**src/rtl/i2c_guard_pkg.sv**
```systemverilog
package i2c_guard_pkg;
  localparam int NUM_LINES = 2;
  localparam int LN_SCL = 0;
  localparam int LN_SDA = 1;
  localparam int MON_W = 4;
  localparam int BIT_SCL_LVL = 0;
  localparam int BIT_SDA_LVL = 1;
  localparam int BIT_SCL_CTL = 2;
  localparam int BIT_SDA_CTL = 3;
  typedef enum logic {SEL_CTRL = 1'b0, SEL_FLEN = 1'b1} wsel_e;
endpackage

```
**src/rtl/lg_sync2.sv**
```systemverilog
module lg_sync2 #(
  parameter int W = 2,
  parameter logic RST_VAL = 1'b1
) (
  input  logic         clk,
  input  logic         rst_n,
  input  logic [W-1:0] d,
  output logic [W-1:0] q
);
  logic [W-1:0] meta_q, stab_q;

  // two flops per line
  always_ff @(posedge clk or negedge rst_n) begin
    if (!rst_n) begin
      meta_q <= {W{RST_VAL}};
      stab_q <= {W{RST_VAL}};
    end else begin
      meta_q <= d;
      stab_q <= meta_q;
    end
  end

  assign q = stab_q;


  sync_delay_chk: assert property (@(posedge clk) disable iff (!rst_n)
    $past(meta_q) != $past(stab_q) |-> stab_q == $past(meta_q));
endmodule

```
**src/rtl/lg_spike_filter.sv**
```systemverilog
module lg_spike_filter #(
  parameter int CW = 8
) (
  input  logic          clk,
  input  logic          rst_n,
  input  logic          din,
  input  logic [CW-1:0] flen,
  output logic          dout
);
  logic [CW-1:0] cnt_q;
  logic          held_q;

  function automatic logic [CW:0] bump(input logic [CW-1:0] c);
    return {1'b0, c} + {{CW{1'b0}}, 1'b1};
  endfunction

  logic differs, bypass, expire;
  assign differs = (din != held_q);
  assign bypass  = (flen == '0);
  assign expire  = differs && !bypass && (bump(cnt_q) >= {1'b0, flen});

  always_ff @(posedge clk or negedge rst_n) begin
    if (!rst_n) begin
      held_q <= 1'b1;
      cnt_q  <= '0;
    end else if (bypass) begin
      held_q <= din;
      cnt_q  <= '0;
    end else if (!differs) begin
      cnt_q  <= '0;
    end else if (expire) begin
      held_q <= din;
      cnt_q  <= '0;
    end else begin
      cnt_q  <= bump(cnt_q)[CW-1:0];
    end
  end

  // length 0 passes the synchronized level straight through
  assign dout = bypass ? din : held_q;


  flt_target_chk: assert property (@(posedge clk) disable iff (!rst_n)
    held_q != $past(held_q) |-> held_q == $past(din));

  flt_quiet_chk: assert property (@(posedge clk) disable iff (!rst_n)
    !differs |=> $stable(held_q));
endmodule

```
**src/rtl/i2c_line_guard.sv**
```systemverilog
module i2c_line_guard
  import i2c_guard_pkg::*;
#(
  parameter int FLT_W = 8,
  parameter int FLT_RST = 4
) (
  input  logic             clk,
  input  logic             rst_n,
  input  logic             scl_pad_i,
  input  logic             sda_pad_i,
  input  logic             eng_scl_pull,
  input  logic             eng_sda_pull,
  input  logic             cfg_we,
  input  logic             cfg_sel,
  input  logic [FLT_W-1:0] cfg_wdata,
  output logic             scl_in_flt,
  output logic             sda_in_flt,
  output logic             scl_pad_oe,
  output logic             sda_pad_oe,
  output logic [MON_W-1:0] mon_rdata
);
  localparam logic [FLT_W-1:0] FLEN_INIT = FLT_W'(FLT_RST);

  logic [NUM_LINES-1:0] raw_lv, sync_lv, flt_lv, ovr_q, eng_rq;
  logic [FLT_W-1:0]     flen_q;
  logic                 wr_ctrl, wr_flen;

  assign raw_lv = {sda_pad_i, scl_pad_i};
  assign eng_rq = {eng_sda_pull, eng_scl_pull};
  assign wr_ctrl = cfg_we && (wsel_e'(cfg_sel) == SEL_CTRL);
  assign wr_flen = cfg_we && (wsel_e'(cfg_sel) == SEL_FLEN);

  lg_sync2 #(.W(NUM_LINES), .RST_VAL(1'b1)) i_sync (
    .clk(clk), .rst_n(rst_n), .d(raw_lv), .q(sync_lv)
  );

  // one filter per line
  for (genvar g = 0; g < NUM_LINES; g++) begin : g_line
    lg_spike_filter #(.CW(FLT_W)) i_flt (
      .clk(clk), .rst_n(rst_n), .din(sync_lv[g]), .flen(flen_q), .dout(flt_lv[g])
    );
  end


  always_ff @(posedge clk or negedge rst_n) begin
    if (!rst_n) begin
      ovr_q  <= '0;
      flen_q <= FLEN_INIT;
    end else begin
      if (wr_ctrl) ovr_q <= {cfg_wdata[BIT_SDA_CTL], cfg_wdata[BIT_SCL_CTL]};
      if (wr_flen) flen_q <= cfg_wdata;
    end
  end

  assign scl_in_flt = flt_lv[LN_SCL];
  assign sda_in_flt = flt_lv[LN_SDA];

  assign scl_pad_oe = eng_rq[LN_SCL] | ovr_q[LN_SCL];
  assign sda_pad_oe = eng_rq[LN_SDA] | ovr_q[LN_SDA];

  assign mon_rdata = {ovr_q[LN_SDA], ovr_q[LN_SCL], flt_lv[LN_SDA], flt_lv[LN_SCL]};


  ctl_load_chk: assert property (@(posedge clk) disable iff (!rst_n)
    wr_ctrl |=> scl_pad_oe >= $past(cfg_wdata[BIT_SCL_CTL]) && sda_pad_oe >= $past(cfg_wdata[BIT_SDA_CTL]));

  ctl_readback_chk: assert property (@(posedge clk) disable iff (!rst_n)
    wr_ctrl |=> mon_rdata[BIT_SDA_CTL] == $past(cfg_wdata[BIT_SDA_CTL]));

  ctl_hold_chk: assert property (@(posedge clk) disable iff (!rst_n)
    !wr_ctrl |=> $stable(ovr_q));

  flen_hold_chk: assert property (@(posedge clk) disable iff (!rst_n)
    !wr_flen |=> $stable(flen_q));

  eng_pull_chk: assert property (@(posedge clk) disable iff (!rst_n)
    eng_rq[LN_SCL] |-> scl_pad_oe);
endmodule

```
**config.mk**
```make
export PLATFORM = sky130hd
export DESIGN_NAME = i2c_line_guard
export DESIGN_NICKNAME = d
export VERILOG_FILES = /design/src/rtl/i2c_guard_pkg.sv /design/src/rtl/lg_sync2.sv /design/src/rtl/lg_spike_filter.sv /design/src/rtl/i2c_line_guard.sv
export SDC_FILE = /design/constraint.sdc
export NUM_CORES = 1
export LEC_CHECK = 0
export BUFFER_PORTS_ARGS = -buffer_cell sky130_fd_sc_hd__buf_2
export CAP_MARGIN = 20
export CORE_AREA = 2 2 58 60
export DETAILED_ROUTE_END_ITERATION = 8
export DIE_AREA = 0 0 60 62
export MAX_ROUTING_LAYER = met4
export PLACE_DENSITY_LB_ADDON = 0.1
export RECOVER_POWER = 50
export REMOVE_ABC_BUFFERS = 1
export SLEW_MARGIN = 20
export SYNTH_ARGS = -nofsm -noshare
export SYNTH_HDL_FRONTEND = slang
export SYNTH_SLANG_ARGS = --single-unit
```
**constraint.sdc**
```tcl
create_clock -name clk -period 5.4 [get_ports clk]
set_input_delay 1.35 -clock clk [delete_from_list [all_inputs] [get_ports clk]]
set_output_delay 1.35 -clock clk [all_outputs]
set_load 0.02 [all_outputs]
```
==> impl_metrics.tcl <==
set metrics [dict create \
    io_pins 24 \
    synthCells 152 \
    final_cell_mix "dfrtp_1, buf_2, ha_1" \
    rsz0062_at_grt "false" \
    post-route-util 0.630 \
    syn2layout_area_growth_pct 11.2 \
    drt_iter0_drc 26 \
    fin_ws_ns 2.05 \
    fmax_mhz 299 \
    cts_made_buffers 5 \
    clk_pin_slew_ns 0.09 \
    finalHoldViolations 0 \
    tritoncts "done" \
    start_kind "flip-flop" \
    dp.cells 219 \
    antenna_found_initial 0 \
    grt_max_degree 33 \
    final_common_cell "dfrtp_1" \
    num_rows 21 \
    cp.required_ns 4.05 \
    root_buffer "clkbuf_4" \
    r2r_slack_ns 2.77 \
    fin_tns_setup_ns 0 \
    overflow 0 \
    grt_pass1_wl_um 5250 \
    die_y_um 62 \
    dp_slack_ns 2.19 \
    slew_violations 33 \
    vias 1184 \
    drive_gt1_frac 0.322 \
    stdcell_count 226 \
    failed_checks "max-capacitance violations, max-slew violations" \
    fin_crit_sh 0.620 \
    io_buffers 23 \
    n_antenna_cell 0 \
    postCtsSetupRepairBufs 0 \
    tightestPinTransition_ns 1.66 \
    p_leak_nw 1.06 \
    hpwl_um 2480 \
    slew_headroom -0.105 \
    cts_max_level 2 \
    yosysSeqAreaShare 0.449 \
    finClkSkew_ns 0.00419 \
    dieWidth_um 60 \
    nets 214 \
    crit_arrival_ns 2.00 \
    cp_max_fo 4 \
    whs_ns 0.363 \
    ctsResizeCount 0 \
    drc 0 \
    cts_num_sinks 32 \
    grt_usage 0.205 \
    ys_types 24 \
    first_global_vias 1158 \
    clockBufferDepth 2 \
    period_needed_ns 3.35 \
    status "finished with violations" \
    p_total_uw 674 \
    place_area_um2 1960 \
    dieArea_um2 3720 \
    cap_violations 1 \
    crit_type "flip-flop to output port" \
    hp-class "flip-flop to flip-flop" \
    gp_congestion 0.758 \
    min_delay_path_depth 0 \
    drt_first_pass_iters 4 \
    fin_area_um2 2000 \
    wirelength_um 3100 \
    power_density_nw_per_um2 336 \
    wl_per_cell_um 13.7 \
    clk-insertion-delay-late_ns 0.33 \
    ys_ff_latch 32 \
    ir_worst_vdd_mv 0.215 \
    end_kind "output port" \
    syn-cell-area_um2 1800 \
    r2r_cells 9 \
    routed_via_density 5.24 \
    cts_hold_buffers 0 \
    ant_nets 0 \
    syn_area_per_cell_um2 11.9 \
    finalSetupViolCount 0 \
    yosys_warnings 0 \
    start_util 0.567 \
    core_um2 3180 \
]
## worst max-delay path, cell delays in order (launching register included)
cell and delay, ns:
dfrtp_1 0.40, or4_4 0.56, nor2_8 0.19, mux2_2 0.35, buf_2 0.16
## logic make-up after synthesis
family          Yosys count  synth area share
fa+ha+maj                18             0.125
flops                    32             0.449
mux                      14            0.0875
simple gates             53             0.187
xor+xnor                 14            0.0681
buf+inv                  11            0.0271
compound gates           10            0.0556
## registers in the layout, indices dropped and copies added (netlist names)
signal / flops
g_line.i_flt.cnt_q: 16
flen_q: 8
g_line.i_flt.held_q: 2
i_sync.meta_q: 2
i_sync.q: 2
ovr_q: 2
## layout make-up
cell class,instances,area [µm²]
Multi-Input combinational cell,109,943
Clock buffer,6,41.3
Fill cell,252,1170
Inverter,9,33.8
Clock inverter,1,5.00
Timing Repair Buffer,23,114
Tap cell,46,57.6
Sequential cell,32,810
## report_power, final
group	total, mW	internal, mW	switching [mW]
Clock	0.125	0.0478	0.0767
Combinational	0.229	0.0973	0.131
Sequential	0.321	0.284	0.0368
## cells in the mapped netlist
| library cell | number | share of area |
|---|---|---|
| o21ai_0 | 2 | 0.0056 |
| buf_4 | 2 | 0.0083 |
| and3_1 | 6 | 0.021 |
| nand3_2 | 2 | 0.011 |
| or4_4 | 2 | 0.012 |
| nand4_1 | 2 | 0.0069 |
| nand2_1 | 5 | 0.010 |
| nand4_2 | 2 | 0.014 |
| ha_1 | 18 | 0.13 |
| xor2_1 | 9 | 0.044 |
| nor2b_1 | 17 | 0.059 |
| nor2_8 | 1 | 0.011 |
| dfstp_2 | 7 | 0.10 |
| mux2_2 | 12 | 0.075 |
| a21o_1 | 2 | 0.0083 |
| nand3_1 | 8 | 0.022 |
| dfrtp_1 | 25 | 0.35 |
| inv_1 | 9 | 0.019 |
| or2_2 | 2 | 0.0069 |
| nor2_1 | 6 | 0.012 |
| a2111oi_4 | 2 | 0.031 |
| a21oi_1 | 4 | 0.011 |
| mux2_1 | 2 | 0.012 |
| xnor2_1 | 5 | 0.024 |
## final timing paths
| path | from | endpoint |
|---|---|---|
| worst max register to register | g_line[0].i_flt.cnt_q[2] | g_line[0].i_flt.cnt_q[7] |
| worst max-delay path | flen_q[1] | mon_rdata[1] |
| min in group asynchronous | rst_n | flen_q[0] |
| worst min register to register | i_sync.meta_q[1] | i_sync.q[1] |
| worst min-delay path | i_sync.meta_q[1] | i_sync.q[1] |
| max in group asynchronous | rst_n | g_line[1].i_flt.cnt_q[6] |
## metal layers
metal	track usage	wire length (µm)	up-vias
met2	0.335	1550	25
met1	0.239	1370	575
li1	-	-	579
met3	0.0621	136	5
met5	-	0	-
met4	0.0762	46	0
No activity file was read; power rests on OpenSTA's default activity.
